<file path="src/rtl/ecc_cap_pkg.sv">
package ecc_cap_pkg;
  localparam int ADDR_W  = 32;
  localparam int SYN_W   = 8;
  localparam int GRAN    = 13;
  localparam int AHI_W   = ADDR_W - GRAN;
  localparam int REG_W   = 32;
  // status word bit positions
  localparam int B_SBE   = 0;
  localparam int B_MBE   = 1;
  localparam int B_NMIEN = 2;
  localparam int B_BEREN = 3;
  localparam int B_SYN   = 4;
  localparam int B_ADDR  = B_SYN + SYN_W;
  localparam int B_SCDIS = REG_W - 1;

  typedef struct packed {
    logic scrub_dis;
    logic berr_en;
    logic nmi_en;
  } ctrl_t;
endpackage

</file>
<file path="src/rtl/ecc_ctrl_regs.sv">
module ecc_ctrl_regs
  import ecc_cap_pkg::*;
#(
  parameter int REGW = REG_W
) (
  input  logic            clk,
  input  logic            rst,
  input  logic            wr_en,
  input  logic [REGW-1:0] wr_data,
  output ctrl_t           ctrl
);
  always_ff @(posedge clk) begin
    if (rst) begin
      ctrl <= '0;
    end else if (wr_en) begin
      ctrl.scrub_dis <= wr_data[B_SCDIS];
      ctrl.berr_en   <= wr_data[B_BEREN];
      ctrl.nmi_en    <= wr_data[B_NMIEN];
    end
  end

  AST_CTRL_HOLD: assert property (@(posedge clk) disable iff (rst)
    !wr_en |=> $stable(ctrl));
endmodule

</file>
<file path="src/rtl/ecc_capture_core.sv">
module ecc_capture_core
  import ecc_cap_pkg::*;
#(
  parameter int AW   = ADDR_W,
  parameter int SW   = SYN_W,
  parameter int GR   = GRAN,
  localparam int HW  = AW - GR
) (
  input  logic          clk,
  input  logic          rst,
  input  logic          sbe_i,
  input  logic          mbe_i,
  input  logic [AW-1:0] addr_i,
  input  logic [SW-1:0] syn_i,
  input  logic          wr_en,
  input  logic [1:0]    wr_flags,
  output logic          sbe_q,
  output logic          mbe_q,
  output logic [HW-1:0] ahi_q,
  output logic [SW-1:0] syn_q
);
  logic armed, hit, full_clr;

  assign armed    = !sbe_q && !mbe_q;
  assign hit      = armed && (sbe_i || mbe_i);
  assign full_clr = wr_en && (wr_flags == 2'b11);

  always_ff @(posedge clk) begin
    if (rst) begin
      sbe_q <= 1'b0;
      mbe_q <= 1'b0;
      ahi_q <= '0;
      syn_q <= '0;
    end else if (hit) begin
      ahi_q <= addr_i[AW-1:GR];
      syn_q <= syn_i;
      mbe_q <= mbe_i;
      sbe_q <= !mbe_i;
    end else if (full_clr) begin
      sbe_q <= 1'b0;
      mbe_q <= 1'b0;
    end
  end

  AST_ONE_FLAG: assert property (@(posedge clk) disable iff (rst)
    !(sbe_q && mbe_q));
  AST_MBE_WINS: assert property (@(posedge clk) disable iff (rst)
    (armed && mbe_i) |=> (mbe_q && !sbe_q));
  AST_FROZEN: assert property (@(posedge clk) disable iff (rst)
    !armed |=> ($stable(ahi_q) && $stable(syn_q)));
  AST_FULL_CLEAR: assert property (@(posedge clk) disable iff (rst)
    (!armed && full_clr) |=> (!sbe_q && !mbe_q));
  AST_NO_HALF_CLEAR: assert property (@(posedge clk) disable iff (rst)
    (!armed && !full_clr) |=> (!armed && $stable(sbe_q)));
endmodule

</file>
<file path="src/rtl/ecc_event_out.sv">
module ecc_event_out
  import ecc_cap_pkg::*;
#(
  parameter int AW = ADDR_W
) (
  input  logic          clk,
  input  logic          rst,
  input  logic          sbe_i,
  input  logic          mbe_i,
  input  logic [AW-1:0] addr_i,
  input  ctrl_t         ctrl,
  output logic          scrub_req,
  output logic [AW-1:0] scrub_addr,
  output logic          nmi_req,
  output logic          bus_err
);
  always_ff @(posedge clk) begin
    if (rst) begin
      scrub_req  <= 1'b0;
      scrub_addr <= '0;
      nmi_req    <= 1'b0;
      bus_err    <= 1'b0;
    end else begin
      scrub_req  <= sbe_i && !mbe_i && !ctrl.scrub_dis;
      scrub_addr <= addr_i;
      nmi_req    <= sbe_i && ctrl.nmi_en;
      bus_err    <= mbe_i && ctrl.berr_en;
    end
  end

  AST_SCRUB_CAUSE: assert property (@(posedge clk) disable iff (rst)
    scrub_req |-> $past(sbe_i && !ctrl.scrub_dis));
  AST_NMI_CAUSE: assert property (@(posedge clk) disable iff (rst)
    nmi_req |-> $past(sbe_i && ctrl.nmi_en));
  AST_BERR_CAUSE: assert property (@(posedge clk) disable iff (rst)
    bus_err |-> $past(mbe_i && ctrl.berr_en));
endmodule

</file>
<file path="src/rtl/ecc_err_capture.sv">
module ecc_err_capture
  import ecc_cap_pkg::*;
#(
  parameter int AW = ADDR_W,
  parameter int SW = SYN_W
) (
  input  logic              clk,
  input  logic              rst,
  input  logic              sbe_i,
  input  logic              mbe_i,
  input  logic [AW-1:0]     addr_i,
  input  logic [SW-1:0]     syn_i,
  input  logic              wr_en,
  input  logic [REG_W-1:0]  wr_data,
  output logic [REG_W-1:0]  rd_data,
  output logic              scrub_req,
  output logic [AW-1:0]     scrub_addr,
  output logic              nmi_req,
  output logic              bus_err
);
  localparam int HW = AW - GRAN;

  ctrl_t          ctrl;
  logic           sbe_q, mbe_q;
  logic [HW-1:0]  ahi_q;
  logic [SW-1:0]  syn_q;

  ecc_ctrl_regs #(.REGW(REG_W)) u_ctrl (
    .clk(clk), .rst(rst), .wr_en(wr_en), .wr_data(wr_data), .ctrl(ctrl)
  );

  ecc_capture_core #(.AW(AW), .SW(SW), .GR(GRAN)) u_core (
    .clk(clk), .rst(rst), .sbe_i(sbe_i), .mbe_i(mbe_i),
    .addr_i(addr_i), .syn_i(syn_i), .wr_en(wr_en),
    .wr_flags(wr_data[B_MBE:B_SBE]),
    .sbe_q(sbe_q), .mbe_q(mbe_q), .ahi_q(ahi_q), .syn_q(syn_q)
  );

  ecc_event_out #(.AW(AW)) u_evt (
    .clk(clk), .rst(rst), .sbe_i(sbe_i), .mbe_i(mbe_i), .addr_i(addr_i),
    .ctrl(ctrl), .scrub_req(scrub_req), .scrub_addr(scrub_addr),
    .nmi_req(nmi_req), .bus_err(bus_err)
  );

  assign rd_data = {ctrl.scrub_dis, ahi_q, syn_q, ctrl.berr_en, ctrl.nmi_en,
                    mbe_q, sbe_q};

  AST_RESET_STATE: assert property (@(posedge clk)
    $past(rst) |-> (rd_data == '0 && !scrub_req && !nmi_req && !bus_err));
  AST_CAPTURE_ADDR: assert property (@(posedge clk) disable iff (rst)
    (!sbe_q && !mbe_q && (sbe_i || mbe_i)) |=>
      (rd_data[B_SCDIS-1:B_ADDR] == $past(addr_i[AW-1:GRAN])));
endmodule

</file>
<file path="config.mk">
export PLATFORM = sky130hd
export DESIGN_NAME = ecc_err_capture
export DESIGN_NICKNAME = d
export VERILOG_FILES = /design/src/rtl/ecc_cap_pkg.sv /design/src/rtl/ecc_ctrl_regs.sv /design/src/rtl/ecc_capture_core.sv /design/src/rtl/ecc_event_out.sv /design/src/rtl/ecc_err_capture.sv
export SDC_FILE = /design/constraint.sdc
export NUM_CORES = 1
export LEC_CHECK = 0
export ABC_CLOCK_PERIOD_IN_PS = 1440
export BUFFER_PORTS_ARGS = -buffer_cell sky130_fd_sc_hd__buf_2
export CORE_MARGIN = 10
export CORE_UTILIZATION = 40
export CTS_CLUSTER_DIAMETER = 150
export DETAILED_ROUTE_END_ITERATION = 10
export GPL_TIMING_DRIVEN = 0
export PLACE_DENSITY = 0.8
export SETUP_SLACK_MARGIN = 0.2
export SYNTH_ARGS = -nofsm -noshare
export SYNTH_HDL_FRONTEND = slang
export SYNTH_HIERARCHICAL = 1
export SYNTH_SLANG_ARGS = --single-unit
</file>
<file path="constraint.sdc">
create_clock -name clk -period 1.44 [get_ports clk]
set_clock_uncertainty 0.15 [all_clocks]
set_input_delay 0.288 -clock clk [delete_from_list [all_inputs] [get_ports clk]]
set_output_delay 0.288 -clock clk [all_outputs]
set_load 0.01 [all_outputs]
</file>
Word level (Yosys, flattened, before mapping). Index checks and enable logic that the tools add are counted.

Register bits after elaboration: 67. Input bits: 77. Output and inout bits: 67.

Equality and inequality tests: 1. Multiplexer cells: 3. Reductions and logical operators: 13.

Operators with widths (number): $logic_and 1x1->1 (7); $logic_not 1->1 (4); $mux 1 (3); $eq 2x2->1 const B (1); $reduce_bool 2->1 (1); $logic_or 1x1->1 (1).

Longest topological paths before layout. Gate-level depths: netlist of run 1.

Word-level depth: 4. Gate-level depth with buffers: 5.

By module. Netlist of run 1, hierarchy kept.

By module, submodules not included: ecc_capture_core (instances 1, cells an instance 125, area an instance 1172.4 sq um); ecc_event_out (instances 1, cells an instance 73, area an instance 963.4 sq um); ecc_ctrl_regs (instances 1, cells an instance 9, area an instance 101.3 sq um); ecc_err_capture (instances 1, cells an instance 2, area an instance 15.0 sq um).

Worst setup path before layout of run 1. No wires, ideal clock.

Path type: reg-to-reg. From: register u_core.mbe_q. To: register u_core.ahi_q[0]. Library setup time: 0.072 ns. Arrival: 1.005 ns. Required time: 1.218 ns. Path slack: 0.214 ns. Cell stages (with the launch flop): 6. Cells stage by stage: dfxtp_1 > nor2_2 > o21a_1 > buf_6 > buf_12 > mux2i_1.

Longest elaborated chain between the ends: 3.

Ends and longest elaborated chain: from (decl) (line ecc_capture_core.sv:18) `output logic mbe_q,`; from (signal assigned) (line ecc_capture_core.sv:37) `mbe_q <= mbe_i;`; $logic_not 1->1 (line ecc_capture_core.sv:24) `assign armed = !sbe_q && !mbe_q;`; $logic_and 1x1->1 (line ecc_capture_core.sv:24); $logic_and 1x1->1 (line ecc_capture_core.sv:25) `assign hit = armed && (sbe_i || mbe_i);`; to (signal assigned) (line ecc_capture_core.sv:35) `ahi_q <= addr_i[AW-1:GR];`; to (decl) (line ecc_capture_core.sv:19) `output logic [HW-1:0] ahi_q,`.

No other way between the ends. A chain may end at the register's enable or synchronous reset.

Worst setup path after layout of run 1.
From: register u_core.mbe_q. To: output port rd_data[1].

RTL lines: to (decl) (line ecc_err_capture.sv:15) `output logic [REG_W-1:0] rd_data,`.

No word-level cell between the ends.

==> results.toml, run 1 <==
[routing]
drc = 0
drtIter0Drc = 33
vias_per_cell = 4.46
ant_nets = 0
wl_per_cell_um = 15.4
dr.pass1.iters = 4
num_vias = 1893
wirelength_um = 6540

[logic_synthesis]
synth_compound_gate_area_share_pct = 1.44
synth_fp_nets = 286
synth_warnings = 6
ys_ff_latch = 67
synth_top_family_by_area = "simple AND/OR/NAND/NOR gates"
synth-adder-area-share_pct = 0
syn_inst = 209
syn_area_um2 = 2250
avgSynthCellArea_um2 = 10.8
synth_xor_xnor_area_share_pct = 0
ys_seq_area_share_pct = 59.6
synthMuxAreaShare_pct = 13.3
synth.distinct_cells = 18
synth-simple-area-share_pct = 20.7

[sta]
final_max_slew_viol_count = 0
tightest_slew_ns = 0.466
fin_hold_ws_ns = 0.0164
finalCritPeriodShare_pct = 93.0
setup_tns_ns = 0
max_freq_mhz = 747
hold_viol = 0
rsz0062_at_grt = "true"
period_minus_slack_ns = 1.34
relSlewSlack_pct = 68.9
setup_violations = 0
fin_ws_ns = 0.101

[global_route]
grt_usage_pct = 13.4
grt_start_max_net_pins = 15
grt.busiest_layer = "met2"
met2_usage_pct = 23.8
use_met1_pct = 13.5
met3_usage_pct = 5.34
grt_pass1_vias = 1870
antenna_found_initial = 0
overflow = 0
grt_pass1_wl_um = 9380

[placement]
place_worst_setup_slack_ns = -0.167
place_area_um2 = 2920
placed_cells = 397
gp_congestion = 0.732
io_buffers = 116
dp_hpwl_um = 4650

[setup_path]
cpPeakStageDelay_ns = 0.36
start_kind = "register"
crit_family = "flip-flops"
crit_fanout = 3
cp_data_required_time_ns = 1.00
end_kind = "primary output"
critPathArrivalTime_ns = 0.90
worst_path_max_delay_cell = "dfxtp_4"
worst-path-buf-inv = 2
path_cells = "buf_6 -> buf_6"
critPathKind = "reg2out"
cpMostUsedCell = "buf_6"

[cells_and_area]
instances_no_fill = 424
layout_common_cells = "82 x buf_2, 54 x nand2_1, 43 x dfxtp_2"
mostFrequentLayoutCell = "buf_2"
final_nets = 424
drive_gt1_share_pct = 56.8
finish.utilization_pct = 65.6
antenna_cells = 0
areaGrowthSynthToFinish_pct = 59.4
fin_area_um2 = 3590

[flow_run]
drv_cap = 0

[clocking]
cts_buffers = 9
clk_pin_slew_ns = 0.07
clk_latency_ns = 0.32
root_buffer = "clkbuf_8"
cts_max_path_buffers = 2
cts_tree = "yes"
cts_sinks = 67
htree_levels = 3

[pwr]
ir_worst_vdd_v = 0.000770
fin_total_pwr_mw = 4.79
power_density_nw_per_um2 = 1330
p_leak_nw = 1.76

[min_path]
hold_path.class = "in2reg"

[floorplan]
fp.dieW_um = 95.0
coreArea_um2 = 5470
chipHeight_um = 95.0
start_util_pct = 41.2
rows = 27
design.die.area_um2 = 9030
ios = 144

[run_status]
status = "complete, no violations"
[layer usage]
metal | up-vias | wire length, µm
met5 | - | 0
met3 | 8 | 505
met4 | 0 | 88
met2 | 61 | 3510
li1 | 945 | -
met1 | 879 | 2440
[worst reg2reg max path: stages (launching register included)]
cell,delay [ns]
dfxtp_2,0.35
nor2_4,0.11
o21a_1,0.13
buf_6,0.17
buf_12,0.14
mux2i_1,0.21
[cells in the mapped netlist]
library cell   n  area share (%)
buf_6          2             1.0
a32o_1         1            0.44
nand2_1       54             9.0
buf_2          4            0.89
a22o_1         1            0.39
dfxtp_1       67              60
mux2i_1       30              13
and3b_1        2            0.78
nor2b_1       32             8.9
buf_12         2             1.8
nor2_2         1            0.28
inv_2          1            0.17
o21a_1         1            0.33
a31oi_1        1            0.28
clkbuf_1       3            0.50
buf_4          2            0.67
nor2_1         4            0.67
nor4b_4        1             1.1
[flip-flops by register name, indices dropped and copies added (netlist names)]
register,count
u_core/ahi_q,19
u_core/mbe_q,1
u_core/sbe_q,1
u_core/syn_q,8
u_ctrl/ctrl,3
u_evt/bus_err,1
u_evt/nmi_req,1
u_evt/scrub_addr,32
u_evt/scrub_req,1
[final cells by class]
class / count / area, µm²
repair buffers: 127 / 948
plain buffers: 13 / 118
flip-flops and latches: 67 / 1400
inverters: 1 / 3.75
well taps: 72 / 90.1
clock buffers: 12 / 155
clock inverters: 4 / 72.6
multi-input cells: 128 / 803
fillers: 441 / 1880
[kinds of logic after synthesis]
logic type,Yosys count
mux,30
flops,67
compound gates,4
buf+inv,14
simple gates,94
[power by group]
part           total (mW)  leakage, nW  internal, mW  switching, mW
sequential           2.12        0.570          2.03         0.0901
clock                1.74        0.113          1.07          0.676
combinational       0.930         1.08         0.547          0.383
[path summary, 6_finish.rpt]
check / from / end / slack (ns) / depth (start not counted)
worst max-delay path: u_core/mbe_q / rd_data[1] / 0.10 / 2
worst min-delay path: addr_i[3] / u_evt/scrub_addr[3] / 0.02 / 2
worst max register to register: u_core/sbe_q / u_core/ahi_q[15] / 0.11 / 5
worst min register to register: u_core/ahi_q[0] / u_core/ahi_q[0] / 0.31 / 2
[what timing repair did]
action | 4_1_cts | 5_1_grt
hold endpoints to repair | 0 | 0
endpoints found under the setup margin | 47 | 71
pin swaps | 0 | 1
hold buffers | 0 | 0
setup buffers | 3 | 6
gates cloned | 0 | 2
gates resized for setup | 39 | 49
Note: power is estimated with default switching activity, not from simulation.
==> run 2, diff against run 1 <==
ABC_AREA = 1   (was unset)
PLACE_DENSITY = 0.78   (was 0.8)
==> run 2 against run 1 <==
Effect of this change:
- utilization is essentially flat
- synthesized cell count is 55% higher
- sequential cell count unchanged
- via count is 28% higher
- total power down 1.7%
- area after synthesis is 12% higher
- wire length is 16% higher
- register-to-register slack worse by 0.02 ns
- critical path depth increased by 5
- sequential share of layout area shrank 3.6 points
==> results.toml, run 2 <==
[run_status]
status = "complete, no violations"

[pwr]
power_density_nw_per_um2 = 1190
seq_power_share_pct = 45.0
fin_total_pwr_mw = 4.71
p_int_mw = 3.40
p_leak_nw = 2.12
pwr-share-clk_pct = 32.3
ir_worst_vdd_v = 0.000830
p_switching_mw = 1.31
pwr-share-comb_pct = 22.7
switching_share_pct = 27.8

[logic_synthesis]
yosysTopAreaCell = "dfxtp_1"
synthMuxAreaShare_pct = 0
synth_fp_nets = 400
synth_xor_xnor_area_share_pct = 0
synth_area_leaders = "dfxtp_1 53%, nor2_1 9.8%, inv_1 7.5%"
synth.distinct_cells = 17
ys_seq_area_share_pct = 53.3
synth.most_common_cell = "dfxtp_1"
synth-adder-area-share_pct = 0
yosys-top-cells-count = "67 x dfxtp_1, 66 x nor2_1, 50 x inv_1"
syn_inst = 323
synth-simple-area-share_pct = 22.8
synth_top_family_by_area = "simple AND/OR/NAND/NOR gates"
synth_enable_flop_cells = 0
avgSynthCellArea_um2 = 7.80
ys_ff_latch = 67
synth_compound_gate_area_share_pct = 7.25
synth_top_area_share_pct = 53.3
ys_async_sr_fraction_pct = 0
syn_area_um2 = 2520
synth_ff_type = "dfxtp_1"
synth_warnings = 6

[global_route]
grt_usage_pct = 14.1
grt_start_max_net_pins = 13
overflow = 0
antenna_found_initial = 0
grt_pass1_vias = 2334
grt_pass1_wl_um = 11300

[cells_and_area]
drive_gt1_share_pct = 49.4
multiInputGateArea_um2 = 778
antenna_cells = 0
largest_register_ffs = 32
fill_cells = 534
seq_area_um2 = 1400
regMostFlops = "u_evt/scrub_addr"
final_nets = 544
largestRegisters = "u_evt/scrub_addr: 32 flops, u_core/ahi_q: 19 flops, u_core/syn_q: 8 flops"
layout_common_cells = "75 x buf_2, 65 x nor2_1, 52 x buf_6"
areaGrowthSynthToFinish_pct = 56.9
mostFrequentLayoutCell = "buf_2"

[routing]
drtIter0Drc = 77
ant_nets = 0
wl_per_cell_um = 13.9
vias_per_cell = 4.44
drc = 0
wirelength_um = 7590
dr.pass1.iters = 4
num_vias = 2428

[floorplan]
start_util_pct = 41.8
fp.dieW_um = 99.4
ios = 144
rows = 28
design.die.area_um2 = 9870
coreArea_um2 = 6030
chipHeight_um = 99.4

[clocking]
cts_sinks = 67
clk_pin_slew_ns = 0.08
cts_buffers = 9
cts_max_path_buffers = 2
cts_tree = "yes"
htree_levels = 3
clk_latency_ns = 0.33
root_buffer = "clkbuf_8"

[setup_path]
cp_data_required_time_ns = 1.51
critPathKind = "reg2reg"
end_kind = "register"
crit_fanout = 9
worst-path-buf-inv = 3
critPathArrivalTime_ns = 1.42
worstRegToRegCells = 7
crit_family = "buffers and inverters"
worst_path_max_delay_cell = "dfxtp_2"
cpPeakStageDelay_ns = 0.33
r2r_slack_ns = 0.09
start_kind = "register"
path_cells = "buf_6 -> nor2_4 -> buf_8 -> clkbuf_16 -> nand3_1 -> nand2_1 -> nor2_1"
reg2reg_to = "u_core/syn_q[5]"
r2r_start = "u_core/sbe_q"

[min_path]
hold_path.class = "in2reg"
holdPathEnd = "u_evt/scrub_addr[11]"
min_from = "addr_i[11]"
whs_path_depth = 3

[placement]
gp_congestion = 0.773
io_buffers = 116
dp_hpwl_um = 5270

[sta]
tightest_slew_ns = 0.455
hold_viol = 0
setup_violations = 0
max_freq_mhz = 740
finalCritPeriodShare_pct = 93.8
relSlewSlack_pct = 69.7
period_minus_slack_ns = 1.35
final_max_slew_viol_count = 0
rsz0062_at_grt = "true"
setup_tns_ns = 0

[flow_run]
drv_cap = 0
run 2: cell count changes after synthesis, moves of 6 or more:
cell,change
mux2i_1,-30
a21oi_2,+10
inv_2,+11
inv_1,+50
nor2_1,+62
clkinv_1,+7
nand3_1,+28
a21oi_1,+19
nand2_1,-14
nor2b_1,-32
buf_6,+6
run 2: cell type report:
type,count,area share (%)
Clock buffer,10,3.23
Multi-Input combinational cell,168,19.7
Buffer,19,4.69
Tap cell,75,2.37
Clock inverter,6,1.68
Timing Repair Buffer,133,26.4
Inverter,69,6.55
Sequential cell,67,35.4
run 2: cells by family after synthesis:
| logic type | Yosys count |
|---|---|
| AND/OR/NAND/NOR | 139 |
| AO/OA/AOI/OAI | 29 |
| buffers and inverters | 88 |
| flip-flops | 67 |
run 2: metrics by stage:
| stage | hold slack [ns] | util, % | area, µm² | setup slack (ns) | instances |
|---|---|---|---|---|---|
| finish | 0.0114 | 65.6 | 3950 | 0.0889 | 547 |
| global route | 0.00826 | 65.6 | 3950 | 0.0239 | 547 |
| CTS | 0.0000711 | 60.3 | 3630 | 0.102 | 537 |
| floorplan | 0.207 | - | 2520 | 0.319 | 323 |
| detailed placement | 0.295 | 53.0 | 3190 | 0.0297 | 514 |
| global placement | 0.288 | 53.0 | 3190 | 0.0666 | 514 |
run 2: worst max path at each step:
stage | slack [ns] | startpoint | cells past startpoint | end
after floorplan | 0.32 | u_core/mbe_q | 6 | u_core/ahi_q[4]
after global placement | 0.07 | rst | 5 | u_core/ahi_q[12]
after detailed placement | 0.03 | rst | 5 | u_core/syn_q[4]
after CTS | 0.10 | u_core/mbe_q | 2 | rd_data[1]
after global routing | 0.02 | u_core/sbe_q | 7 | u_core/ahi_q[6]
final | 0.09 | u_core/sbe_q | 7 | u_core/syn_q[5]
run 2: routing by layer:
layer  vias up  routed length, µm  part of all wire (%)  global-route usage, %
li1       1238                  -                     -                      -
met5         -                  0                     0                      0
met2        77               3910                    51                   24.6
met3         9                708                   9.3                   7.89
met1      1104               2900                    38                   14.1
met4         0                 72                  0.95                   3.86
run 2: what timing repair did:
| item | 4_1_cts | 5_1_grt |
|---|---|---|
| endpoints found under the setup margin | 34 | 84 |
| resized for setup | 56 | 49 |
| setup buffers | 3 | 5 |
| endpoints found under the hold margin | 4 | 3 |
| gates cloned | 0 | 2 |
| hold buffers | 4 | 3 |
run 2: worst min-delay path: stages:
cell and delay, ns:
buf_2 0.07, inv_1 0.03, nor2_1 0.07
run 2: power by group through the flow:
stage                     registers, mW  logic [mW]  clock network, mW
final                              2.12        1.07               1.52
after global routing               2.14        1.17               1.65
after CTS                          2.10       0.912               1.56
after detailed placement           2.11       0.805                  0
after global placement             2.11       0.790                  0
after floorplan                    2.18       0.404                  0
